File: config.mk
export PLATFORM = sky130hd
export DESIGN_NAME = pkt_fifo_buf
export DESIGN_NICKNAME = d
export VERILOG_FILES = /design/src/rtl/pkb_pkg.sv /design/src/rtl/pkb_store.sv /design/src/rtl/pkb_txctl.sv /design/src/rtl/pkb_flags.sv /design/src/rtl/pkt_fifo_buf.sv
export SDC_FILE = /design/constraint.sdc
export NUM_CORES = 1
export LEC_CHECK = 0
export ABC_CLOCK_PERIOD_IN_PS = 2400
export BUFFER_PORTS_ARGS = -buffer_cell sky130_fd_sc_hd__buf_2
export CAP_MARGIN = 20
export CORE_ASPECT_RATIO = 0.5
export CORE_MARGIN = 8
export CORE_UTILIZATION = 31
export CTS_CLUSTER_DIAMETER = 100
export DETAILED_ROUTE_END_ITERATION = 12
export PLACE_DENSITY = 0.52
export SLEW_MARGIN = 0
export SYNTH_ARGS = -nofsm -noshare
export SYNTH_HDL_FRONTEND = slang
export SYNTH_SLANG_ARGS = --single-unit
export TNS_END_PERCENT = 5
File: constraint.sdc
create_clock -name clk -period 2.4 [get_ports clk]
set_input_delay 0.24 -clock clk [delete_from_list [all_inputs] [get_ports clk]]
set_output_delay 0.24 -clock clk [all_outputs]
set_load 0.1 [all_outputs]
File: src/rtl/pkb_pkg.sv
package pkb_pkg;

  typedef enum int unsigned {
    FLG_EMPTY = 0,
    FLG_LOW   = 1,
    FLG_FULL  = 2
  } flag_idx_e;

  // saturate a requested payload length to the largest legal packet
  function automatic int unsigned clamp_len(input int unsigned req, input int unsigned lim);
    return (req > lim) ? lim : req;
  endfunction

  // level-derived status vector, indexed by flag_idx_e
  function automatic logic [2:0] level_flags(input int unsigned cnt,
                                             input int unsigned thr,
                                             input int unsigned dep);
    logic [2:0] f;
    f            = '0;
    f[FLG_EMPTY] = (cnt == 0);
    f[FLG_LOW]   = (cnt <= thr);
    f[FLG_FULL]  = (cnt >= dep);
    return f;
  endfunction

  // circular pointer advance for a storage of arbitrary depth
  function automatic int unsigned ptr_next(input int unsigned p, input int unsigned dep);
    return (p == dep - 1) ? 0 : p + 1;
  endfunction

endpackage

File: src/rtl/pkb_store.sv
module pkb_store import pkb_pkg::*; #(
  parameter int DW    = 8,
  parameter int DEPTH = 16,
  localparam int AW   = (DEPTH > 1) ? $clog2(DEPTH) : 1,
  localparam int CW   = $clog2(DEPTH) + 1
) (
  input  logic          clk,
  input  logic          rst_n,
  input  logic          push,
  input  logic [DW-1:0] wdata,
  input  logic          pop,
  input  logic          flush,
  output logic [DW-1:0] head,
  output logic [CW-1:0] count
);
  localparam logic [CW-1:0] DEPTH_C = CW'(DEPTH);

  logic [DW-1:0] mem [DEPTH];
  logic [AW-1:0] wr_ptr, rd_ptr;

  always_ff @(posedge clk or negedge rst_n) begin
    if (!rst_n) begin
      wr_ptr <= '0;
      rd_ptr <= '0;
      count  <= '0;
    end else if (flush) begin
      wr_ptr <= '0;
      rd_ptr <= '0;
      count  <= '0;
    end else begin
      if (push) wr_ptr <= AW'(ptr_next(int'(wr_ptr), DEPTH));
      if (pop)  rd_ptr <= AW'(ptr_next(int'(rd_ptr), DEPTH));
      case ({push, pop})
        2'b10:   count <= count + 1'b1;
        2'b01:   count <= count - 1'b1;
        default: count <= count;
      endcase
    end
  end

  always_ff @(posedge clk) begin
    if (push && !flush) mem[wr_ptr] <= wdata;
  end

  assign head = mem[rd_ptr];

  assert_count_bound_R10: assert property (@(posedge clk) disable iff (!rst_n)
    count <= DEPTH_C);
  assert_push_has_room_R3: assert property (@(posedge clk) disable iff (!rst_n)
    push |-> (count != DEPTH_C));
  assert_pop_has_data_R8: assert property (@(posedge clk) disable iff (!rst_n)
    pop |-> (count != '0));
  assert_flush_empties_R13: assert property (@(posedge clk) disable iff (!rst_n)
    flush |=> (count == '0));

endmodule

File: src/rtl/pkb_txctl.sv
module pkb_txctl import pkb_pkg::*; #(
  parameter int MAX_LEN = 40,
  localparam int LW     = $clog2(MAX_LEN + 1)
) (
  input  logic          clk,
  input  logic          rst_n,
  input  logic          en_tx,
  input  logic          abort,
  input  logic          len_we,
  input  logic [LW-1:0] len_wdata,
  input  logic          start,
  input  logic          rd_req,
  input  logic          buf_empty,
  output logic [LW-1:0] cfg_len,
  output logic          busy,
  output logic          pop,
  output logic          underrun_evt,
  output logic          ser_valid,
  output logic          ser_last,
  output logic          done
);
  localparam logic [LW-1:0] MAXL = LW'(MAX_LEN);

  logic [LW-1:0] remaining;
  logic          req_live;

  assign req_live     = !abort && en_tx && busy && rd_req;
  assign pop          = req_live && !buf_empty;
  assign underrun_evt = req_live && buf_empty;

  always_ff @(posedge clk or negedge rst_n) begin
    if (!rst_n) begin
      busy      <= 1'b0;
      remaining <= '0;
      ser_valid <= 1'b0;
      ser_last  <= 1'b0;
      done      <= 1'b0;
    end else begin
      ser_valid <= 1'b0;
      ser_last  <= 1'b0;
      done      <= 1'b0;
      if (abort) begin
        busy <= 1'b0;
      end else if (busy) begin
        if (pop) begin
          remaining <= remaining - 1'b1;
          ser_valid <= 1'b1;
          if (remaining == LW'(1)) begin
            ser_last <= 1'b1;
            busy     <= 1'b0;
            done     <= 1'b1;
          end
        end else if (underrun_evt) begin
          busy <= 1'b0;
        end
      end else if (start && en_tx) begin
        if (cfg_len == '0) begin
          done <= 1'b1;
        end else begin
          busy      <= 1'b1;
          remaining <= cfg_len;
        end
      end
    end
  end

  always_ff @(posedge clk or negedge rst_n) begin
    if (!rst_n)               cfg_len <= '0;
    else if (len_we && !busy) cfg_len <= LW'(clamp_len(int'(len_wdata), MAX_LEN));
  end

  assert_len_bounded_R2: assert property (@(posedge clk) disable iff (!rst_n)
    cfg_len <= MAXL);
  assert_last_ends_packet_R5: assert property (@(posedge clk) disable iff (!rst_n)
    ser_last |-> (ser_valid && done && !busy));
  assert_underrun_halts_R7: assert property (@(posedge clk) disable iff (!rst_n)
    underrun_evt |=> (!busy && !ser_valid));
  assert_len_frozen_R2: assert property (@(posedge clk) disable iff (!rst_n)
    (busy && $past(busy)) |-> $stable(cfg_len));

endmodule

File: src/rtl/pkb_flags.sv
module pkb_flags import pkb_pkg::*; #(
  parameter int DEPTH  = 16,
  parameter int THRESH = 8,
  localparam int CW    = $clog2(DEPTH) + 1
) (
  input  logic          clk,
  input  logic          rst_n,
  input  logic [CW-1:0] count,
  input  logic [2:0]    irq_mask,
  input  logic          underrun_evt,
  input  logic          overflow_evt,
  input  logic          err_clr,
  output logic [2:0]    flags,
  output logic          irq,
  output logic          und_err,
  output logic          ovf_err
);
  assign flags = level_flags(int'(count), THRESH, DEPTH);
  assign irq   = |(flags & irq_mask);

  always_ff @(posedge clk or negedge rst_n) begin
    if (!rst_n) begin
      und_err <= 1'b0;
      ovf_err <= 1'b0;
    end else begin
      und_err <= underrun_evt || (und_err && !err_clr);
      ovf_err <= overflow_evt || (ovf_err && !err_clr);
    end
  end

  assert_overflow_sticky_R9: assert property (@(posedge clk) disable iff (!rst_n)
    overflow_evt |=> ovf_err);
  assert_underrun_sticky_R7: assert property (@(posedge clk) disable iff (!rst_n)
    underrun_evt |=> und_err);
  assert_errors_hold_R12: assert property (@(posedge clk) disable iff (!rst_n)
    (ovf_err && !err_clr) |=> ovf_err);
  assert_flags_exclusive_R10: assert property (@(posedge clk) disable iff (!rst_n)
    !(flags[FLG_EMPTY] && flags[FLG_FULL]));

endmodule

File: src/rtl/pkt_fifo_buf.sv
module pkt_fifo_buf import pkb_pkg::*; #(
  parameter int DW      = 8,
  parameter int DEPTH   = 16,
  parameter int MAX_LEN = 40,
  parameter int THRESH  = 8,
  localparam int LW     = $clog2(MAX_LEN + 1),
  localparam int CW     = $clog2(DEPTH) + 1
) (
  input  logic          clk,
  input  logic          rst_n,
  input  logic          mode_rx,
  input  logic          len_we,
  input  logic [LW-1:0] len_wdata,
  input  logic          tx_start,
  input  logic          host_wr_en,
  input  logic [DW-1:0] host_wr_data,
  input  logic          host_rd_en,
  output logic [DW-1:0] host_rd_data,
  input  logic          rx_wr_en,
  input  logic [DW-1:0] rx_wr_data,
  input  logic          ser_rd_req,
  output logic          ser_valid,
  output logic [DW-1:0] ser_data,
  output logic          ser_last,
  output logic          tx_busy,
  output logic          tx_done,
  output logic [LW-1:0] cfg_len,
  output logic [CW-1:0] level,
  output logic          flag_empty,
  output logic          flag_low,
  output logic          flag_full,
  input  logic [2:0]    irq_mask,
  output logic          irq,
  input  logic          err_clr,
  output logic          underrun_err,
  output logic          overflow_err
);
  localparam logic [CW-1:0] DEPTH_C = CW'(DEPTH);

  logic          mode_q, mode_chg, flush;
  logic          buf_empty, buf_full;
  logic          push_req, push, pop, tx_pop, underrun_evt, overflow_evt;
  logic [DW-1:0] push_data, head;
  logic [2:0]    flags;

  always_ff @(posedge clk or negedge rst_n) begin
    if (!rst_n) mode_q <= 1'b0;
    else        mode_q <= mode_rx;
  end

  assign mode_chg  = mode_rx ^ mode_q;
  assign flush     = mode_chg || underrun_evt;
  assign buf_empty = (level == '0);
  assign buf_full  = (level == DEPTH_C);

  assign push_req     = mode_rx ? rx_wr_en : host_wr_en;
  assign push_data    = mode_rx ? rx_wr_data : host_wr_data;
  assign push         = push_req && !buf_full && !flush;
  assign pop          = mode_rx ? (host_rd_en && !buf_empty && !flush) : tx_pop;
  assign overflow_evt = mode_rx && rx_wr_en && buf_full;

  pkb_store #(.DW(DW), .DEPTH(DEPTH)) u_store (
    .clk   (clk),
    .rst_n (rst_n),
    .push  (push),
    .wdata (push_data),
    .pop   (pop),
    .flush (flush),
    .head  (head),
    .count (level)
  );

  pkb_txctl #(.MAX_LEN(MAX_LEN)) u_txctl (
    .clk          (clk),
    .rst_n        (rst_n),
    .en_tx        (!mode_rx),
    .abort        (mode_chg),
    .len_we       (len_we),
    .len_wdata    (len_wdata),
    .start        (tx_start),
    .rd_req       (ser_rd_req),
    .buf_empty    (buf_empty),
    .cfg_len      (cfg_len),
    .busy         (tx_busy),
    .pop          (tx_pop),
    .underrun_evt (underrun_evt),
    .ser_valid    (ser_valid),
    .ser_last     (ser_last),
    .done         (tx_done)
  );

  pkb_flags #(.DEPTH(DEPTH), .THRESH(THRESH)) u_flags (
    .clk          (clk),
    .rst_n        (rst_n),
    .count        (level),
    .irq_mask     (irq_mask),
    .underrun_evt (underrun_evt),
    .overflow_evt (overflow_evt),
    .err_clr      (err_clr),
    .flags        (flags),
    .irq          (irq),
    .und_err      (underrun_err),
    .ovf_err      (overflow_err)
  );

  always_ff @(posedge clk or negedge rst_n) begin
    if (!rst_n)      ser_data <= '0;
    else if (tx_pop) ser_data <= head;
  end

  assign host_rd_data = head;
  assign flag_empty   = flags[FLG_EMPTY];
  assign flag_low     = flags[FLG_LOW];
  assign flag_full    = flags[FLG_FULL];

  assert_overflow_keeps_level_R9: assert property (@(posedge clk) disable iff (!rst_n)
    (overflow_evt && !host_rd_en && !mode_chg) |=> (level == DEPTH_C));
  assert_rx_ignores_tx_R14: assert property (@(posedge clk) disable iff (!rst_n)
    (mode_rx && mode_q) |-> !tx_pop);
  assert_pop_gives_byte_R5: assert property (@(posedge clk) disable iff (!rst_n)
    tx_pop |=> ser_valid);
  assert_mode_switch_aborts_R13: assert property (@(posedge clk) disable iff (!rst_n)
    mode_chg |=> (!tx_busy && level == '0));

endmodule

==> impl_metrics.toml <==
[yosys]
avgSynthCellArea_um2 = 15.3
synth_nets = 524
yosys_warnings = 0
synth_seq_cells = 168
syn_inst = 479
synth.distinct_cells = 60
synthArstFlopShare = 0.238
ys_seq_area_frac = 0.661
synth_edf_count = 128
synthFlopType = "edfxtp_1"
syn_area_um2 = 7320

[critical_path]
critPathMaxFanout = 3
required_ns = 2.77
crit_chain = "or4_4 -> o2bb2ai_4 -> nor2_4 -> xor2_1 -> ha_2 -> o31a_1 -> o21ai_1 -> or4_1 -> o311a_1 -> nand2_1"
crit_slowest_cell = "or4_4"
cp-start-kind = "flop"
arrival_ns = 2.86
critical_path_class = "reg -> reg"
end_kind = "flop"
max_stage_delay_ns = 0.55

[clocking]
clock-sinks = 168
cts_buffer_depth = 2
cts_made_buffers = 17
cts_tree = "built"
clk_pin_slew_worst_paths_ns = 0.07
htreeDepth = 4
cts-root-buf = "clkbuf_16"
insertion_delay_ns = 0.43

[sta]
rsz0062_at_grt = "yes"
tightest_slew_ns = 0.554
finalMaxSlewViolations = 0
setup_viol = 6
hold_violations = 0
skew_ns = 0.0153
slew_headroom = 0.630
fin_crit_sh = 1.04
layout_setup_ws_ns = -0.0938
period_needed_ns = 2.49
fmax_ghz = 0.401

[final_layout]
num-nets-final = 644
layoutNonFillerInstCount = 919
drive_above_1_share = 0.436
regArea_um2 = 4860
fill_cells = 2083
area_growth_pct = 27.8
multi_input_comb_area_um2 = 2490
diodes = 0
final_util = 0.407

[floorplan]
coreArea_um2 = 23000
dieHeight_um = 125
fp-row-count = 39
die-area_um2 = 29100
die_w_um = 233
start_util = 0.319
pin_count = 72

[power]
powerDensity_nw_per_um2 = 1040
p_leak_uw = 0.00343
ir_drop_mv = 1.08

[grt]
grt_pass1_wl_mm = 28.1
overflow = 0
grt_util_all_layers = 0.126
grt_pass1_vias = 4807
grt_max_degree = 37
antenna_found_initial = 2

[placed_design]
dp_slack_ns = -0.110
dp_cells = 880
place_congestion = 0.790
dpl.hpwl_mm = 12.1
io_buffers = 71

[min_path]
hp-class = "in -> reg"

[routing]
routedWlPerCell_um = 19.2
postRouteAntennaNets = 0
num_vias = 4490
viasPerCell = 4.89
drcViolationCount = 0
postRouteWirelength_mm = 17.6
drt_iter0_drc = 369
drt_pass1_iterations = 5

[run_status]
status = "finished with violations"
violations = "negative setup slack"

[run]
maxCapViolCount = 0
[flip-flops by register name, summed over array words and instances, names as in the netlist, 4 cells and up]
signal and count:
u_txctl.remaining 6, u_store.count 5, u_store.rd_ptr 4, u_txctl.cfg_len 6
u_store.wr_ptr 4, u_store.mem 128, ser_data 8
[per-layer routing]
| metal | part of all wire | wire length, um | global-route usage | vias to the layer above |
|---|---|---|---|---|
| li1 | - | - | - | 2109 |
| met1 | 0.47 | 8320 | 0.170 | 2285 |
| met2 | 0.48 | 8400 | 0.198 | 86 |
| met3 | 0.040 | 704 | 0.0307 | 10 |
| met4 | 0.0098 | 172 | 0.0386 | 0 |
| met5 | 0 | 0 | 0 | - |
[synth_stat cells, types with 2 or more instances]
cell type / count / share of area
nor4_1: 2 / 0.0017
a22oi_1: 17 / 0.017
o21ai_0: 17 / 0.012
a31oi_1: 5 / 0.0043
o31a_1: 2 / 0.0024
buf_6: 2 / 0.0031
nand3_1: 8 / 0.0055
nor2b_1: 2 / 0.0017
inv_1: 10 / 0.0051
dfrtp_1: 40 / 0.14
mux2_2: 18 / 0.028
nand2_1: 33 / 0.017
nor2_1: 40 / 0.020
nand4_1: 3 / 0.0026
a311o_1: 2 / 0.0027
edfxtp_1: 128 / 0.52
buf_2: 7 / 0.0048
xor2_1: 3 / 0.0036
ha_1: 10 / 0.017
a211oi_1: 2 / 0.0020
mux4_2: 32 / 0.098
o2111ai_1: 2 / 0.0024
mux2i_1: 4 / 0.0055
clkbuf_1: 10 / 0.0051
nand2b_1: 4 / 0.0034
nor2_2: 2 / 0.0017
or3_1: 6 / 0.0051
nor3_1: 13 / 0.0089
and3_1: 4 / 0.0034
a21oi_1: 17 / 0.012
buf_1: 5 / 0.0026
[repair_timing]
| item | CTS | global route |
|---|---|---|
| hold buffers | 2 | 0 |
| endpoints found under the setup margin | 89 | 135 |
| resized for setup | 52 | 12 |
| hold endpoints to repair | 16 | 0 |
| buffers inserted | 3 | 0 |
| pin swaps | 6 | 4 |
| gates cloned | 2 | 0 |
[per-stage QoR]
step           setup TNS [ns]  total power, uW  hold slack (ns)  area [um^2]
6_report               -0.232             9750           0.0643         9360
3_5_place_dp            -4.55             6800            0.170         8420
3_3_place_gp            -1.90             6800            0.168         8420
4_1_cts                -0.872             9800           0.0409         9320
5_1_grt                 -1.27            10200           0.0591         9360
2_1_floorplan          -34.32             5980          -0.0556         7350
[logic make-up (layout without fill, tap and decap cells)]
logic type      Yosys count  after routing  synth area share
compound gates           77             77            0.0747
xor+xnor                  4              4           0.00478
flops                   168            168             0.661
fa+ha+maj                10             10            0.0171
simple gates            130            130            0.0883
buf+inv                  36            169            0.0222
mux                      54             54             0.132
[worst max-delay path: cells and delay by family, from the launching register on]
family,cells,cell delay (ns)
compound gates,4,0.50
xor+xnor,1,0.15
fa+ha+maj,1,0.22
flops,1,0.50
simple gates,4,1.08
[path summary, 6_finish.rpt]
check,start,end,slack (ns),depth (start not counted)
worst max-delay path,u_store.count[2],u_store.count[4],-0.09,10
worst min-delay path,len_wdata[2],u_txctl.cfg_len[2],0.06,3
max in group asynchronous,rst_n,u_store.count[2],1.56,3
worst max register to register,u_store.count[2],u_store.count[4],-0.09,10
worst min register to register,ser_data[0],ser_data[0],0.51,1
min in group asynchronous,rst_n,ser_data[6],0.25,2
[power breakdown]
| group | leakage, uW | switching, uW | internal, uW | total (uW) |
|---|---|---|---|---|
| Clock | 0.000298 | 1230 | 1580 | 2810 |
| Combinational | 0.00146 | 2380 | 1030 | 3410 |
| Sequential | 0.00167 | 163 | 3370 | 3530 |
| Total | 0.00343 | 3770 | 5980 | 9750 |
[cell usage in the layout (no fill, tap or decap), types with 3 or more instances in the layout]
cell       instances
nor2_1            27
a22oi_2           14
clkbuf_16         17
dfrtp_2            4
buf_8              3
mux2_2            18
xor2_1             3
edfxtp_1         128
a22oi_1            3
nand2_2            6
nor2_4             3
inv_1             10
dfrtp_1           34
inv_8              4
ha_1               9
nand4_1            3
a31oi_1            5
and3_1             3
or3_1              6
clkinv_4           5
o21ai_0           15
nand2_1           27
buf_2             61
buf_4             47
nor3_1            11
nor2_2            12
mux2i_1            4
mux4_2            32
a21oi_1           16
nand2b_1           4
nand3_1            8
buf_12             8
buf_6              3
[area by class of cell]
| type | count | share of cell area |
|---|---|---|
| clock buffers | 17 | 0.0454 |
| flip-flops and latches | 168 | 0.519 |
| inverters | 11 | 0.00441 |
| clock inverters | 15 | 0.0199 |
| repair buffers | 126 | 0.104 |
| multi-input cells | 275 | 0.267 |
| well taps | 307 | 0.0410 |
(Power assumes the default switching activity.)
